<file path="config.mk">
export PLATFORM = sky130hd
export DESIGN_NAME = lmem_dma
export DESIGN_NICKNAME = d
export VERILOG_FILES = /design/src/rtl/lmdma_pkg.sv /design/src/rtl/lmdma_len_decode.sv /design/src/rtl/lmdma_dram_agu.sv /design/src/rtl/lmdma_local_agu.sv /design/src/rtl/lmdma_ctrl.sv /design/src/rtl/lmem_dma.sv
export SDC_FILE = /design/constraint.sdc
export NUM_CORES = 1
export LEC_CHECK = 0
export CORE_MARGIN = 1.5
export CORE_UTILIZATION = 60
export DETAILED_ROUTE_END_ITERATION = 12
export DONT_BUFFER_PORTS = 1
export PLACE_DENSITY = 0.76
export SYNTH_ARGS = -nofsm -noshare
export SYNTH_HDL_FRONTEND = slang
export SYNTH_SLANG_ARGS = --single-unit
</file>
<file path="constraint.sdc">
create_clock -name clk -period 8.1 [get_ports clk]
set_input_delay 1.215 -clock clk [delete_from_list [all_inputs] [get_ports clk]]
set_output_delay 1.215 -clock clk [all_outputs]
set_load 0.05 [all_outputs]
</file>
<file path="src/rtl/lmdma_pkg.sv">
package lmdma_pkg;
  typedef enum logic [1:0] {
    SEL_LOCAL    = 2'd0,
    SEL_DRAM     = 2'd1,
    SEL_TO_LOCAL = 2'd2,
    SEL_TO_DRAM  = 2'd3
  } cfg_sel_e;

  typedef enum logic {
    DIR_TO_LOCAL = 1'b0,
    DIR_TO_DRAM  = 1'b1
  } dir_e;
endpackage

</file>
<file path="src/rtl/lmdma_len_decode.sv">
module lmdma_len_decode #(
  parameter int LEN_W = 12,
  parameter int CNT_W = 8,
  parameter int SKIP_W = 12,
  parameter int ALIGN_BITS = 3,
  localparam int CFG_W = LEN_W + CNT_W + SKIP_W,
  localparam int TOT_W = LEN_W + CNT_W + 2
) (
  input  logic [CFG_W-1:0]  len_word,
  output logic [LEN_W:0]    row_len,
  output logic [SKIP_W-1:0] skip,
  output logic [TOT_W-1:0]  total
);
  localparam logic [LEN_W-1:0] ALIGN_MASK = LEN_W'((1 << ALIGN_BITS) - 1);

  logic [LEN_W-1:0] fld_len;
  logic [CNT_W-1:0] fld_cnt;
  logic [CNT_W:0]   rows;

  always_comb begin
    fld_len = len_word[LEN_W-1:0];
    fld_cnt = len_word[LEN_W +: CNT_W];
    skip    = len_word[LEN_W+CNT_W +: SKIP_W];
    row_len = {1'b0, fld_len | ALIGN_MASK} + 1'b1;
    rows    = {1'b0, fld_cnt} + 1'b1;
    total   = TOT_W'(row_len) * TOT_W'(rows);
  end
endmodule

</file>
<file path="src/rtl/lmdma_dram_agu.sv">
module lmdma_dram_agu #(
  parameter int DRAM_AW = 24,
  parameter int LEN_W = 12,
  parameter int SKIP_W = 12
) (
  input  logic               clk,
  input  logic               rst_n,
  input  logic               load,
  input  logic [DRAM_AW-1:0] load_addr,
  input  logic [LEN_W:0]     load_row_len,
  input  logic [SKIP_W-1:0]  load_skip,
  input  logic               step,
  output logic [DRAM_AW-1:0] addr
);
  logic [DRAM_AW-1:0] addr_q;
  logic [LEN_W:0]     col_q;
  logic [LEN_W:0]     row_len_q;
  logic [SKIP_W-1:0]  skip_q;
  logic               row_end;

  assign row_end = (col_q == row_len_q - 1'b1);
  assign addr    = addr_q;

  always_ff @(posedge clk) begin
    if (!rst_n) begin
      addr_q    <= '0;
      col_q     <= '0;
      row_len_q <= '0;
      skip_q    <= '0;
    end else if (load) begin
      addr_q    <= load_addr;
      col_q     <= '0;
      row_len_q <= load_row_len;
      skip_q    <= load_skip;
    end else if (step) begin
      if (row_end) begin
        col_q  <= '0;
        addr_q <= addr_q + DRAM_AW'(1) + DRAM_AW'(skip_q);
      end else begin
        col_q  <= col_q + 1'b1;
        addr_q <= addr_q + DRAM_AW'(1);
      end
    end
  end
endmodule

</file>
<file path="src/rtl/lmdma_local_agu.sv">
module lmdma_local_agu #(
  parameter int LM_AW = 12
) (
  input  logic             clk,
  input  logic             rst_n,
  input  logic             load,
  input  logic [LM_AW:0]   load_addr,
  input  logic             step,
  output logic [LM_AW-1:0] ptr,
  output logic             bank
);
  logic [LM_AW-1:0] ptr_q;
  logic             bank_q;

  assign ptr  = ptr_q;
  assign bank = bank_q;

  always_ff @(posedge clk) begin
    if (!rst_n) begin
      ptr_q  <= '0;
      bank_q <= 1'b0;
    end else if (load) begin
      ptr_q  <= load_addr[LM_AW-1:0];
      bank_q <= load_addr[LM_AW];
    end else if (step) begin
      ptr_q  <= ptr_q + 1'b1;
    end
  end
endmodule

</file>
<file path="src/rtl/lmdma_ctrl.sv">
module lmdma_ctrl
  import lmdma_pkg::*;
#(
  parameter int TOT_W = 22
) (
  input  logic             clk,
  input  logic             rst_n,
  input  logic             start,
  input  dir_e             start_dir,
  input  logic [TOT_W-1:0] total,
  input  logic             dram_req_ready,
  input  logic             dram_rd_valid,
  output logic             busy,
  output logic             done,
  output logic             dram_req_valid,
  output logic             dram_req_we,
  output logic             dram_rd_ready,
  output logic             lm_en,
  output logic             lm_we,
  output logic             dram_step,
  output logic             local_step
);
  logic             busy_q, done_q, rd_pend_q;
  dir_e             dir_q;
  logic [TOT_W-1:0] issue_left_q, cpl_left_q;
  logic             to_dram, req_hs, rd_hs, fetch, cpl, issue, last;

  always_comb begin
    to_dram        = (dir_q == DIR_TO_DRAM);
    dram_req_valid = busy_q && (to_dram ? rd_pend_q : (issue_left_q != '0));
    dram_req_we    = busy_q && to_dram;
    req_hs         = dram_req_valid && dram_req_ready;
    dram_rd_ready  = busy_q && !to_dram;
    rd_hs          = dram_rd_ready && dram_rd_valid;
    fetch          = busy_q && to_dram && (issue_left_q != '0) && (!rd_pend_q || dram_req_ready);
    cpl            = to_dram ? req_hs : rd_hs;
    issue          = to_dram ? fetch : req_hs;
    last           = cpl && (cpl_left_q == TOT_W'(1));
    lm_en          = fetch || rd_hs;
    lm_we          = rd_hs;
    dram_step      = req_hs;
    local_step     = fetch || rd_hs;
  end

  assign busy = busy_q;
  assign done = done_q;

  always_ff @(posedge clk) begin
    if (!rst_n) begin
      busy_q       <= 1'b0;
      done_q       <= 1'b0;
      rd_pend_q    <= 1'b0;
      dir_q        <= DIR_TO_LOCAL;
      issue_left_q <= '0;
      cpl_left_q   <= '0;
    end else begin
      done_q <= last;
      if (start) begin
        busy_q       <= 1'b1;
        dir_q        <= start_dir;
        issue_left_q <= total;
        cpl_left_q   <= total;
        rd_pend_q    <= 1'b0;
      end else if (busy_q) begin
        if (issue) issue_left_q <= issue_left_q - 1'b1;
        if (cpl)   cpl_left_q   <= cpl_left_q - 1'b1;
        if (to_dram) rd_pend_q <= fetch || (rd_pend_q && !req_hs);
        if (last) begin
          busy_q    <= 1'b0;
          rd_pend_q <= 1'b0;
        end
      end
    end
  end


  done_pulse_chk: assert property (@(posedge clk) disable iff (!rst_n) done |=> !done);

  done_idle_chk: assert property (@(posedge clk) disable iff (!rst_n) done |-> !busy);

  req_hold_chk: assert property (@(posedge clk) disable iff (!rst_n)
    dram_req_valid && !dram_req_ready |=> dram_req_valid && $stable(dram_req_we));

  rd_ready_dir_chk: assert property (@(posedge clk) disable iff (!rst_n)
    dram_rd_ready |-> busy && !(dram_req_valid && dram_req_we));

  lm_write_src_chk: assert property (@(posedge clk) disable iff (!rst_n)
    lm_en && lm_we |-> dram_rd_valid && !dram_req_we);
endmodule

</file>
<file path="src/rtl/lmem_dma.sv">
module lmem_dma
  import lmdma_pkg::*;
#(
  parameter int DRAM_AW = 24,
  parameter int LM_AW = 12,
  parameter int LEN_W = 12,
  parameter int CNT_W = 8,
  parameter int SKIP_W = 12,
  parameter int ALIGN_BITS = 3,
  localparam int CFG_W = LEN_W + CNT_W + SKIP_W,
  localparam int TOT_W = LEN_W + CNT_W + 2
) (
  input  logic               clk,
  input  logic               rst_n,
  input  logic               cfg_we,
  input  logic [1:0]         cfg_sel,
  input  logic [CFG_W-1:0]   cfg_wdata,
  output logic               busy,
  output logic               done,
  output logic               dram_req_valid,
  input  logic               dram_req_ready,
  output logic               dram_req_we,
  output logic [DRAM_AW-1:0] dram_req_addr,
  output logic [7:0]         dram_req_wdata,
  input  logic               dram_rd_valid,
  output logic               dram_rd_ready,
  input  logic [7:0]         dram_rd_data,
  output logic               lm_en,
  output logic               lm_we,
  output logic               lm_bank,
  output logic [LM_AW-1:0]   lm_addr,
  output logic [7:0]         lm_wdata,
  input  logic [7:0]         lm_rdata
);
  logic [LM_AW:0]     lm_addr_q;
  logic [DRAM_AW-1:0] dram_addr_q;
  logic               cfg_ok, start;
  cfg_sel_e           sel;
  dir_e               start_dir;
  logic [LEN_W:0]     row_len;
  logic [SKIP_W-1:0]  skip;
  logic [TOT_W-1:0]   total;
  logic               dram_step, local_step;

  always_comb begin
    sel       = cfg_sel_e'(cfg_sel);
    cfg_ok    = cfg_we && !busy;
    start     = cfg_ok && (sel == SEL_TO_LOCAL || sel == SEL_TO_DRAM);
    start_dir = (sel == SEL_TO_DRAM) ? DIR_TO_DRAM : DIR_TO_LOCAL;
  end

  always_ff @(posedge clk) begin
    if (!rst_n) begin
      lm_addr_q   <= '0;
      dram_addr_q <= '0;
    end else if (cfg_ok) begin
      case (sel)
        SEL_LOCAL: lm_addr_q   <= cfg_wdata[LM_AW:0];
        SEL_DRAM:  dram_addr_q <= cfg_wdata[DRAM_AW-1:0];
        default: ;
      endcase
    end
  end

  lmdma_len_decode #(
    .LEN_W(LEN_W), .CNT_W(CNT_W), .SKIP_W(SKIP_W), .ALIGN_BITS(ALIGN_BITS)
  ) u_len (
    .len_word(cfg_wdata), .row_len(row_len), .skip(skip), .total(total)
  );

  lmdma_dram_agu #(
    .DRAM_AW(DRAM_AW), .LEN_W(LEN_W), .SKIP_W(SKIP_W)
  ) u_dagu (
    .clk(clk), .rst_n(rst_n), .load(start), .load_addr(dram_addr_q),
    .load_row_len(row_len), .load_skip(skip), .step(dram_step), .addr(dram_req_addr)
  );

  lmdma_local_agu #(.LM_AW(LM_AW)) u_lagu (
    .clk(clk), .rst_n(rst_n), .load(start), .load_addr(lm_addr_q),
    .step(local_step), .ptr(lm_addr), .bank(lm_bank)
  );

  lmdma_ctrl #(.TOT_W(TOT_W)) u_ctrl (
    .clk(clk), .rst_n(rst_n), .start(start), .start_dir(start_dir), .total(total),
    .dram_req_ready(dram_req_ready), .dram_rd_valid(dram_rd_valid),
    .busy(busy), .done(done), .dram_req_valid(dram_req_valid),
    .dram_req_we(dram_req_we), .dram_rd_ready(dram_rd_ready),
    .lm_en(lm_en), .lm_we(lm_we), .dram_step(dram_step), .local_step(local_step)
  );

  assign lm_wdata       = dram_rd_data;
  assign dram_req_wdata = lm_rdata;


  cfg_hold_chk: assert property (@(posedge clk) disable iff (!rst_n)
    busy |=> $stable(lm_addr_q) && $stable(dram_addr_q));

  bank_hold_chk: assert property (@(posedge clk) disable iff (!rst_n)
    busy && $past(busy) |-> $stable(lm_bank));

  addr_hold_chk: assert property (@(posedge clk) disable iff (!rst_n)
    dram_req_valid && !dram_req_ready |=> $stable(dram_req_addr));

  idle_quiet_chk: assert property (@(posedge clk) disable iff (!rst_n)
    !busy |-> !lm_en && !dram_req_valid && !dram_rd_ready);
endmodule

</file>
After elaboration in Yosys (flattened, before gate mapping)
Index checks and enable logic that the tools add are counted.
W data, S select, Z words.
- logic and storage cells: 84
- input port bits: 55
- output and inout port bits: 60
- register bits: 160
- bitwise gates (word level): 1
- add/sub/neg operators: 9
- multiply operators: 1
- eq/ne operators: 5
- reduce and logical (&&, ||, !) cells: 33
- mux-type cells: 21
- operators by type and width (cell ; number):
    $mux W22 ; 6
    $mux W24 ; 3
    $sub A22 B1 Y22 const B ; 2
    $add A24 B1 Y24 const B ; 1
    $add A24 B12 Y24 ; 1
    $mux W12 ; 2
    $eq A22 B1 Y1 const B ; 1
    $mul A13 B9 Y22 ; 1
    $reduce_bool A22 Y1 ; 1
    $add A12 B1 Y13 const B ; 1
    $add A13 B1 Y13 const B ; 1
    $eq A13 B13 Y1 ; 1
    $mux W13 ; 1
    $sub A13 B1 Y13 const B ; 1
    $add A12 B1 Y12 const B ; 1
    $reduce_bool A2 Y1 ; 6
    $logic_and A1 B1 Y1 ; 11
    $reduce_and A2 Y1 ; 5
    $add A8 B1 Y9 const B ; 1
    $mux W1 ; 9
    $eq A2 B2 Y1 const B ; 2
    $logic_not A1 Y1 ; 4
    $logic_or A1 B1 Y1 ; 4
    $eq A2 B1 Y1 const B ; 1
    other kinds (3) ; 3

Logic depth before layout (Yosys ltp)
Gate-level depths: netlist (run 1).
- depth in word-level cells: 9
- depth in mapped cells: 22
- gate-level depth less buffers: 22

Modules after synthesis
A second synthesis (run 1) with hierarchy kept.
- cell total of the unflattened synthesis: 1525
- area total of the unflattened synthesis: 12694.7 µm²
- by module, submodules not included (module ; area each (µm²) ; seq. area each (µm²) ; times used ; cells each):
    lmdma_dram_agu ; 4498.1 ; 1241.2 ; 1 ; 554
    lmdma_len_decode ; 3239.4 ; 0.0 ; 1 ; 408
    lmdma_ctrl ; 2670.1 ; 960.9 ; 1 ; 316
    lmem_dma ; 1572.8 ; 740.7 ; 1 ; 167
    lmdma_local_agu ; 714.4 ; 260.2 ; 1 ; 80

Worst setup path before layout (run 1)
No wires, ideal clock.
- path type: input -> register
- from: in cfg_wdata[12]
- to: reg u_ctrl.issue_left_q[19]
- slack: 1.920 ns
- arrival time: 6.063 ns
- library setup time: 0.117 ns
- required time: 7.983 ns
- buffers on the path: 0
- stages: 19
- cell sequence: ha_1 > nand3_1 > nor2_1 > nand3_1 > or2_2 > fa_1 > fa_1 > inv_1 > fa_1 > inv_1 > fa_1 > inv_1 > ha_1 > a21boi_0 > o221ai_1 > a21o_1 > a211oi_1 > nor2_1 > o22a_1
- cells in the longest elaborated chain, start to end: 3
- ends and longest elaborated chain (element ; line ; source):
    start, declared ; lmem_dma.sv:17 ; input logic [CFG_W-1:0] cfg_wdata,
    $add A8 B1 Y9 ; lmdma_len_decode.sv:25 ; rows = {1'b0, fld_cnt} + 1'b1;
    $mul A13 B9 Y22 ; lmdma_len_decode.sv:26 ; total = TOT_W'(row_len) * TOT_W'(rows);
    $mux W22 ; lmdma_ctrl.sv:58 ; if (start) begin
    end signal, assigned ; lmdma_ctrl.sv:61 ; issue_left_q <= total;
    end signal, assigned ; lmdma_ctrl.sv:65 ; if (issue) issue_left_q <= issue_left_q - 1'b1;
    end, declared ; lmdma_ctrl.sv:25 ; logic [TOT_W-1:0] issue_left_q, cpl_left_q;
Every way passes these cells.
A chain may end at the register's enable or synchronous reset.

Worst setup path after layout (run 1)
- from: in cfg_wdata[7]
- to: reg u_ctrl.issue_left_q[19]
- cells in the longest elaborated chain, start to end: 3
- ends and longest elaborated chain (element ; line ; source):
    $add A12 B1 Y13 ; lmdma_len_decode.sv:24 ; row_len = {1'b0, fld_len | ALIGN_MASK} + 1'b1;
    $mul A13 B9 Y22 ; lmdma_len_decode.sv:26 ;
    $mux W22 ; lmdma_ctrl.sv:58 ;
Every way passes these cells.

==> results of run 1 <==
## where the power goes
part | internal [mW] | leakage, nW | switching, mW
clock | 0.406 | 0.266 | 0.350
sequential | 0.829 | 1.28 | 0.0766
combinational | 0.421 | 3.35 | 0.643
total | 1.66 | 4.89 | 1.07
## layout by cell type (no fill, tap or decap), types with 18 or more instances in the layout
master	n
nor3_1	34
and3_1	18
nand2_1	183
a21oi_1	131
inv_1	99
ha_1	60
o21ai_0	46
fa_1	58
nand2b_1	25
nor2_1	157
nand3_1	54
xor2_1	61
a22oi_1	23
dfxtp_1	157
xnor2_1	49
or2_2	19
## area by class of cell
class,instances,area (sq um),area share [%]
sequential,157,3140,26.0
clock inverter,14,110,0.910
multi-input combinational,1127,7680,63.5
clock buffer,18,439,3.63
timing repair buffer,7,52.6,0.434
tap,234,293,2.42
inverter,100,377,3.11
## metal layers
| metal | share of wire, % | track usage, % | vias up |
|---|---|---|---|
| li1 | - | - | 4909 |
| met1 | 42 | 37.9 | 4835 |
| met2 | 49 | 51.8 | 372 |
| met3 | 6.4 | 5.06 | 71 |
| met4 | 3.0 | 12.3 | 0 |
| met5 | 0 | 0 | - |
## registers in the layout (all words and copies together), names as in the netlist
| signal | count |
|---|---|
| u_dagu.addr | 24 |
| u_ctrl.rd_pend_q | 1 |
| u_ctrl.done | 1 |
| u_ctrl.cpl_left_q | 22 |
| u_dagu.skip_q | 12 |
| u_lagu.ptr | 12 |
| lm_addr_q | 13 |
| u_ctrl.dir_q | 1 |
| dram_addr_q | 24 |
| u_ctrl.issue_left_q | 22 |
| u_lagu.bank | 1 |
| u_dagu.row_len_q | 10 |
| u_ctrl.busy | 1 |
| u_dagu.col_q | 13 |
## kinds of logic after synthesis
| group | synth area share, % |
|---|---|
| compound gates | 16.8 |
| xor+xnor | 8.35 |
| simple gates | 23.6 |
| fa+ha+maj | 16.6 |
| mux | 1.14 |
| flops | 27.2 |
| buf+inv | 6.26 |
## worst min-delay path, cell delays in order, from the launching register on
cell and delay [ns]:
dfxtp_1 0.31, nand2_1 0.05, a21oi_1 0.05
## final timing paths
| check | startpoint | end | slack (ns) | cells after the start |
|---|---|---|---|---|
| worst max-delay path | cfg_wdata[7] | u_ctrl.issue_left_q[19]$_SDFFE_PN0P_ | 1.71 | 20 |
| worst min-delay path | lm_addr_q[12]$_SDFFE_PN0P_ | lm_addr_q[12]$_SDFFE_PN0P_ | 0.46 | 2 |
| worst max register to register | u_dagu.addr[0]$_SDFFE_PN0P_ | u_dagu.addr[23]$_SDFFE_PN0P_ | 3.54 | 12 |
| worst min register to register | lm_addr_q[12]$_SDFFE_PN0P_ | lm_addr_q[12]$_SDFFE_PN0P_ | 0.46 | 2 |
==> flow_summary.json, run 1 <==
{
  "ir_drop_v": 0.000241,
  "synth_common_cells": "nand2_1, nor2_1, dfxtp_1",
  "yosys.area.top_type_share_pct": 27.2,
  "antenna_found_initial": 0,
  "p_leak_nw": 4.89,
  "num_vias": 10200,
  "cts-root-buf": "clkbuf_16",
  "worst_path_most_repeated_cell": "fa_1",
  "hold_viol": 0,
  "grt-ovfl-total": 0,
  "synth_ff_type": "dfxtp_1",
  "critPathKind": "primary input to flip-flop",
  "fmax_mhz": 157,
  "dp_hpwl_um": 21300,
  "final_area_sq_mm": 0.0121,
  "coreArea_sq_mm": 0.0188,
  "num-fill-cells": 1637,
  "period_needed_ns": 6.39,
  "post-route-period-util_pct": 78.9,
  "crit_chain": "and3_1 > and3_1 > nand3_1 > xor2_1 > or2_2 > fa_1 > inv_1 > fa_1 > inv_1 > fa_1 > fa_1 > inv_1 > ha_1 > o21ai_0 > a21boi_0 > o221ai_1 > a21o_1 > a211oi_1 > nor2_1 > o22a_1",
  "rsz0062_at_grt": "false",
  "cts.sinks": 157,
  "wl_per_cell_um": 17.8,
  "syn_inst": 1460,
  "synth_nets": 1633,
  "yosys.cell_count.top_type": "nand2_1",
  "netlist_area_sq_mm": 0.0115,
  "die_area_sq_mm": 0.0201,
  "crit_family": "adder cells",
  "n_antenna_cell": 0,
  "die_h_um": 142,
  "initial_core_util_pct": 61.5,
  "arrival_ns": 6.70,
  "drt-pass1-iter-count": 6,
  "synthDistinctLibCells": 68,
  "post_cts_buffers": 0,
  "die_w_um": 142,
  "drt_iter0_drc": 679,
  "pin_count": 115,
  "maxCapViolCount": 0,
  "worst_slack_ns": 1.71,
  "pre_cts_slack_ns": 1.29,
  "ys_ff_latch": 157,
  "seq_area_frac_synth_pct": 27.2,
  "skew_ns": 0.0100,
  "relSlewSlack_pct": 35.4,
  "numPortBuffers": 0,
  "worstSkewPairLatency_ns": 0.43,
  "cts_max_level": 4,
  "place_congestion": 0.935,
  "worstPathRequired_ns": 8.41,
  "grt_pass1_wl_um": 49200,
  "power.density_mw_per_mm2": 225,
  "post-place-cells": 1625,
  "final_cells": 1657,
  "worstMarginPinSlew_ns": 0.965,
  "clk_pin_slew_ns": 0.06,
  "area_growth_syn_to_layout_pct": 4.82,
  "cts_tree": "yes",
  "grt_use_total_pct": 30.2,
  "avgSynthCellArea_sq_um": 7.90,
  "whs_ns": 0.459,
  "cts_hold_buf": 0,
  "ant_nets": 0,
  "synth_top_area_cell": "dfxtp_1",
  "grt_pass1_vias": 9973,
  "nets": 1583,
  "crit_path_max_fanout": 10,
  "grt_max_degree": 81,
  "drive_gt1_share_pct": 5.55,
  "holdCritPathClass": "flip-flop to flip-flop",
  "numCtsBuffers": 17,
  "clockBufferDepth": 2,
  "path_buf_inv": 3,
  "viasPerCell": 6.15,
  "synth_warnings": 0,
  "ctsResizeCount": 0,
  "end_kind": "flip-flop",
  "final_util_pct": 64.5,
  "finalSetupTns_ns": 0,
  "async_flop_share_pct": 0,
  "synth_edf_count": 0,
  "outcome": "completed",
  "finalPower_mw": 2.73,
  "synth_area_leaders": "dfxtp_1, fa_1, ha_1",
  "route.detailed.drc": 0,
  "maxSlewViolCount": 0,
  "crit_path_start_kind": "primary input",
  "fp-row-count": 50,
  "wl_um": 29500,
  "setup_viol": 0,
  "crit_path_top_delay_cell": "xor2_1",
  "placed_cell_area_sq_mm": 0.0115,
  "max_stage_delay_ns": 0.65
}
Power figures use the tool's default switching activity.
==> inputs of run 2 (changes only) <==
==> constraint.sdc (replaced) <==
create_clock -name clk -period 6 [get_ports clk]
set_input_delay 0.9 -clock clk [delete_from_list [all_inputs] [get_ports clk]]
set_output_delay 0.9 -clock clk [all_outputs]
set_load 0.05 [all_outputs]
==> run 2 against run 1 <==
First-iteration DRC count rose by 0.88%; clock skew rose by 0.0034 ns; largest cell class unchanged; flip-flop and latch count stayed put; non-clock buffer count up 30; global-route usage increased by 0.20 points; sequential share of layout area decreased by 0.57 points; highest routed layer unchanged; combinational power increased by 43%; setup slack got worse by 1.4 ns; final cell count increased by 1.8%; count of clock-buffer cells in the layout down 1; critical path depth is 3 higher; power grew 40%.
==> flow_summary.json, run 2 (synthesis results as in run 1) <==
{
  "grt_max_degree": 70,
  "viasPerCell": 6.16,
  "finalPower_mw": 3.83,
  "setup_viol": 0,
  "n_antenna_cell": 0,
  "arrival_ns": 6.00,
  "final_util_pct": 65.9,
  "drt-pass1-iter-count": 5,
  "grt_use_total_pct": 30.4,
  "switching_share_pct": 38.3,
  "area_growth_syn_to_layout_pct": 7.16,
  "p_sw_mw": 1.46,
  "fmax_mhz": 175,
  "cts.sinks": 157,
  "maxCapViolCount": 0,
  "route.detailed.drc": 0,
  "rsz0062_at_grt": "false",
  "initial_core_util_pct": 61.5,
  "cts_tree": "yes",
  "worstSkewPairLatency_ns": 0.43,
  "mostFrequentLayoutCells": "nand2_1, nor2_1, dfxtp_1",
  "coreArea_sq_mm": 0.0188,
  "cts-root-buf": "clkbuf_16",
  "clockBufferDepth": 2,
  "hold_viol": 0,
  "die_w_um": 142,
  "period_needed_ns": 5.70,
  "relSlewSlack_pct": 30.7,
  "critPathKind": "primary input to flip-flop",
  "post-route-period-util_pct": 95.0,
  "clk_pin_slew_ns": 0.07,
  "antenna_found_initial": 0,
  "drive_gt1_share_pct": 7.57,
  "p_seq_share_pct": 31.9,
  "dp_hpwl_um": 21600,
  "num-fill-cells": 1581,
  "combPwrFrac_pct": 39.6,
  "numPortBuffers": 0,
  "die_h_um": 142,
  "final_common_cell": "nand2_1",
  "crit_path_max_fanout": 9,
  "post_cts_buffers": 0,
  "crit_path_start_kind": "primary input",
  "grt_pass1_vias": 10000,
  "worstPathRequired_ns": 6.30,
  "outcome": "completed",
  "wl_per_cell_um": 17.7,
  "grt_pass1_wl_um": 49200,
  "end_kind": "flip-flop",
  "holdCritPathClass": "flip-flop to flip-flop",
  "ir_drop_v": 0.000239,
  "wl_um": 29900,
  "skew_ns": 0.0134,
  "clkPwrFrac_pct": 28.5,
  "num_vias": 10400,
  "p_leak_nw": 5.05,
  "place_congestion": 0.909,
  "nets": 1613,
  "grt-ovfl-total": 0,
  "power.density_mw_per_mm2": 310,
  "drt_iter0_drc": 685,
  "fp-row-count": 50,
  "maxSlewViolCount": 0,
  "numCtsBuffers": 17,
  "intPower_mw": 2.36,
  "worstMarginPinSlew_ns": 1.04,
  "pin_count": 115,
  "cts_max_level": 4,
  "die_area_sq_mm": 0.0201,
  "ant_nets": 0
}
[run 2: stage by stage]
stage          TNS (ns)  worst slack [ns]  hold slack [ns]  area (sq um)  cells
3_5_place_dp     -0.322            -0.117            0.447         11800   1655
4_1_cts               0             0.296            0.456         12400   1687
3_3_place_gp          0           0.00122            0.441         11800   1655
5_1_grt               0            0.0559            0.476         12400   1687
6_report              0             0.297            0.456         12400   1687
2_1_floorplan         0             0.135            0.432         11500   1460
[run 2: area by class of cell]
cell class,instances,area (sq um),share of cell area (%)
flip-flops and latches,157,3140,25.4
well taps,234,293,2.37
inverters,100,377,3.05
clock inverters,15,160,1.30
repair buffers,37,278,2.25
multi-input cells,1127,7690,62.2
clock buffers,17,425,3.44
[run 2: final timing paths]
check	slack, ns	end	start	cells after the start
worst max-delay path	0.30	u_ctrl.cpl_left_q[20]$_SDFFE_PN0P_	cfg_wdata[7]	23
worst min-delay path	0.46	dram_addr_q[16]$_SDFFE_PN0P_	dram_addr_q[16]$_SDFFE_PN0P_	2
worst max register to register	1.46	u_dagu.addr[23]$_SDFFE_PN0P_	u_dagu.addr[0]$_SDFFE_PN0P_	12
worst min register to register	0.46	dram_addr_q[16]$_SDFFE_PN0P_	dram_addr_q[16]$_SDFFE_PN0P_	2
[run 2: metal layers]
metal,GRT usage (%),vias up,wire length (um)
met5,0,-,0
met4,13.3,0,1080
met3,5.13,81,1950
met2,52.5,363,14700
met1,37.4,4983,12200
li1,-,4973,-
[run 2: repair_timing]
item,in CTS,in global routing
gates resized for setup,0,2
endpoints found under the setup margin,0,2
hold buffers,0,0
[run 2: power groups by stage]
| stage | logic, mW | clock network (mW) | registers, mW |
|---|---|---|---|
| after floorplan | 1.15 | 0 | 1.22 |
| after global placement | 1.47 | 0 | 1.24 |
| after detailed placement | 1.49 | 0 | 1.24 |
| after CTS | 1.51 | 1.10 | 1.22 |
| after global routing | 1.72 | 1.14 | 1.23 |
| final | 1.52 | 1.09 | 1.22 |
[run 2: worst max-delay path, cell delays in order]
cell and delay, ns:
and3_1 0.21, and3_1 0.21, buf_4 0.12, nand3_1 0.08
xor2_1 0.17, buf_4 0.19, nand2b_1 0.18, fa_1 0.52
inv_1 0.05, fa_1 0.46, fa_1 0.50, inv_1 0.06
fa_1 0.56, inv_1 0.05, ha_1 0.23, a211o_1 0.35
nor2_1 0.09, o21ai_0 0.15, a41oi_1 0.32, o41ai_1 0.14
xor2_1 0.15, o21ai_0 0.25, a21oi_1 0.07
==> inputs of run 3 (changes only) <==
--- a/config.mk
+++ b/config.mk
@@ -12,4 +12,5 @@
 export PLACE_DENSITY = 0.76
 export SYNTH_ARGS = -nofsm -noshare
 export SYNTH_HDL_FRONTEND = slang
+export SYNTH_HIERARCHICAL = 1
 export SYNTH_SLANG_ARGS = --single-unit
==> run 3 against run 2 <==
Combinational power increased by 5%; synthesized area increased by 10%; worst hold slack improved by 0.0028 ns; utilization decreased by 1.7 points.
==> flow_summary.json, run 3 <==
{
  "crit_chain": "and3_1 > nand3_1 > nor2_1 > xnor2_1 > nand2b_1 > fa_1 > fa_1 > inv_1 > fa_1 > inv_1 > fa_1 > inv_1 > ha_1 > a21o_1 > a31oi_1 > a21boi_1 > a41oi_1 > or3b_1 > o21ai_0 > a21oi_1",
  "fmax_mhz": 177,
  "die_h_um": 148,
  "avgSynthCellArea_sq_um": 8.32,
  "final_area_sq_mm": 0.0134,
  "hold_depth": 2,
  "cts_max_level": 4,
  "viasPerCell": 6.11,
  "final_common_cell": "dfxtp_1",
  "p_leak_nw": 5.48,
  "drt_iter0_drc": 752,
  "crit_path_top_delay_cell": "fa_1",
  "hold_viol": 0,
  "pre_cts_slack_ns": -0.0493,
  "mostFrequentLayoutCells": "dfxtp_1, nand2_1, nor2_1",
  "cts_tree": "yes",
  "grt_use_total_pct": 29.1,
  "synth_common_cells": "dfxtp_1, nand2_1, nor2_1",
  "drt-pass1-iter-count": 5,
  "dp_hpwl_um": 23700,
  "finalPower_mw": 3.98,
  "holdPathEnd": "dram_addr_q[10]$_SDFFE_PN0P_",
  "synth_area_leaders": "dfxtp_1, fa_1, ha_1",
  "outcome": "completed",
  "maxSlewViolCount": 0,
  "crit_path_start_kind": "primary input",
  "netlist_area_sq_mm": 0.0127,
  "synth_ff_type": "dfxtp_1",
  "worstPathRequired_ns": 6.29,
  "clk_pin_slew_ns": 0.07,
  "route.detailed.drc": 0,
  "worstSkewPairLatency_ns": 0.43,
  "rr_endpoint": "u_dagu/addr[12]$_SDFFE_PN0P_",
  "pin_count": 115,
  "synth_warnings": 6,
  "synth_edf_count": 0,
  "power.density_mw_per_mm2": 297,
  "cts.sinks": 160,
  "num_vias": 10900,
  "regToRegSetupSlack_ns": 1.39,
  "initial_core_util_pct": 60.8,
  "setup_viol": 0,
  "max_stage_delay_ns": 0.56,
  "arrival_ns": 5.95,
  "numCtsBuffers": 17,
  "grt_pass1_wl_um": 51500,
  "period_needed_ns": 5.65,
  "min-delay-start": "dram_addr_q[10]$_SDFFE_PN0P_",
  "wl_um": 32100,
  "final_util_pct": 64.2,
  "clockBufferDepth": 2,
  "grt-ovfl-total": 0,
  "post-route-period-util_pct": 94.2,
  "whs_ns": 0.459,
  "end_kind": "flip-flop",
  "drive_gt1_share_pct": 8.46,
  "coreArea_sq_mm": 0.0209,
  "synthDistinctLibCells": 104,
  "r2r_cells": 11,
  "worst_path_most_repeated_cell": "fa_1",
  "worst_slack_ns": 0.349,
  "maxCapViolCount": 0,
  "crit_path_max_fanout": 6,
  "placed_cell_area_sq_mm": 0.0128,
  "syn_inst": 1525,
  "holdCritPathClass": "flip-flop to flip-flop",
  "yosys.cell_count.top_type": "dfxtp_1",
  "rsz0062_at_grt": "false",
  "antenna_found_initial": 2,
  "area_growth_syn_to_layout_pct": 5.59,
  "ys_ff_latch": 160,
  "grt_pass1_vias": 10300,
  "numPortBuffers": 0,
  "synth_top_area_cell": "dfxtp_1",
  "nets": 1666,
  "worstMarginPinSlew_ns": 0.963,
  "die_area_sq_mm": 0.0220,
  "post_cts_buffers": 0,
  "grt_max_degree": 105,
  "seq_area_frac_synth_pct": 25.2,
  "r2r_start": "u_dagu/addr[4]$_SDFFE_PN0P_",
  "place_congestion": 0.917,
  "relSlewSlack_pct": 35.8,
  "ant_nets": 0,
  "async_flop_share_pct": 0,
  "yosys.area.top_type_share_pct": 25.2,
  "wl_per_cell_um": 18.1,
  "ir_drop_v": 0.000262,
  "skew_ns": 0.0128,
  "fp-row-count": 53,
  "critPathKind": "primary input to flip-flop",
  "die_w_um": 148,
  "cts-root-buf": "clkbuf_16"
}
## run 3: changes by cell type after synthesis, moves of 14 or more
cell,delta
mux2i_1,+73
a21oi_1,-51
xnor2_1,+30
xor2_1,-27
nand2_1,-24
buf_4,+22
nand3_1,-16
a22oi_1,-14
clkbuf_1,-14
## run 3: per-stage QoR
stage                     TNS, ns  std cells
after floorplan                 0       1530
after global routing            0       1776
after global placement          0       1744
after CTS                       0       1776
after detailed placement   -0.193       1744
final                           0       1777
## run 3: critical path, delay by kind of cell
| family | cells | cell delay, ns |
|---|---|---|
| adders and majority gates | 5 | 2.39 |
| and+or+nand+nor | 5 | 0.95 |
| buffers and inverters | 3 | 0.16 |
| xor gates and xnor gates | 1 | 0.43 |
| AOI/OAI and AO/OA | 6 | 1.12 |
## run 3: area by class of cell
type | instances | area (sq um)
antenna | 1 | 2.50
clock inverter | 15 | 193
timing repair buffer | 37 | 278
inverter | 108 | 405
tap | 275 | 344
multi-input combinational | 1164 | 8550
fill | 1820 | 7480
clock buffer | 17 | 425
sequential | 160 | 3200
## run 3: worst max path at each step
stage,startpoint,end,cells past startpoint
after floorplan,cfg_wdata[12],u_ctrl/issue_left_q[20]$_SDFFE_PN0P_,20
after global placement,cfg_wdata[12],u_ctrl/issue_left_q[21]$_SDFFE_PN0P_,20
after detailed placement,cfg_wdata[12],u_ctrl/cpl_left_q[20]$_SDFFE_PN0P_,20
after CTS,cfg_wdata[12],u_ctrl/cpl_left_q[19]$_SDFFE_PN0P_,20
after global routing,cfg_wdata[13],u_ctrl/issue_left_q[20]$_SDFFE_PN0P_,20
final,cfg_wdata[13],u_ctrl/cpl_left_q[20]$_SDFFE_PN0P_,20
## run 3: logic make-up (layout without fill, tap and decap cells)
| group | count (synthesis) | in the layout | share of synthesized area [%] |
|---|---|---|---|
| AO/OA/AOI/OAI | 278 | 278 | 14.7 |
| XOR/XNOR | 113 | 113 | 7.80 |
| adder cells (fa/ha/maj) | 123 | 123 | 15.6 |
| buffers and inverters | 206 | 177 | 7.81 |
| flip-flops | 160 | 160 | 25.2 |
| multiplexers | 76 | 76 | 5.99 |
| other | 1 | 7 | 0.0295 |
| AND/OR/NAND/NOR | 568 | 568 | 22.9 |
## run 3: layer usage
layer  track usage [%]  vias up  wire length [um]
li1                  -     5200                 -
met1              36.4     5190             13600
met2              48.4      385             15100
met3              5.95       79              2230
met4              13.1        0              1160
met5                 0        -                 0
## run 3: power by group
part / switching, mW / internal, mW / leakage [nW] / total, mW
Sequential: 0.129 / 1.14 / 1.30 / 1.26
Combinational: 0.905 / 0.682 / 3.88 / 1.59
Clock: 0.527 / 0.602 / 0.295 / 1.13
## run 3: timing repair
item / in CTS / in global routing
hold buffers: 0 / 0
resized for setup: 0 / 1
endpoints found under the setup margin: 0 / 2
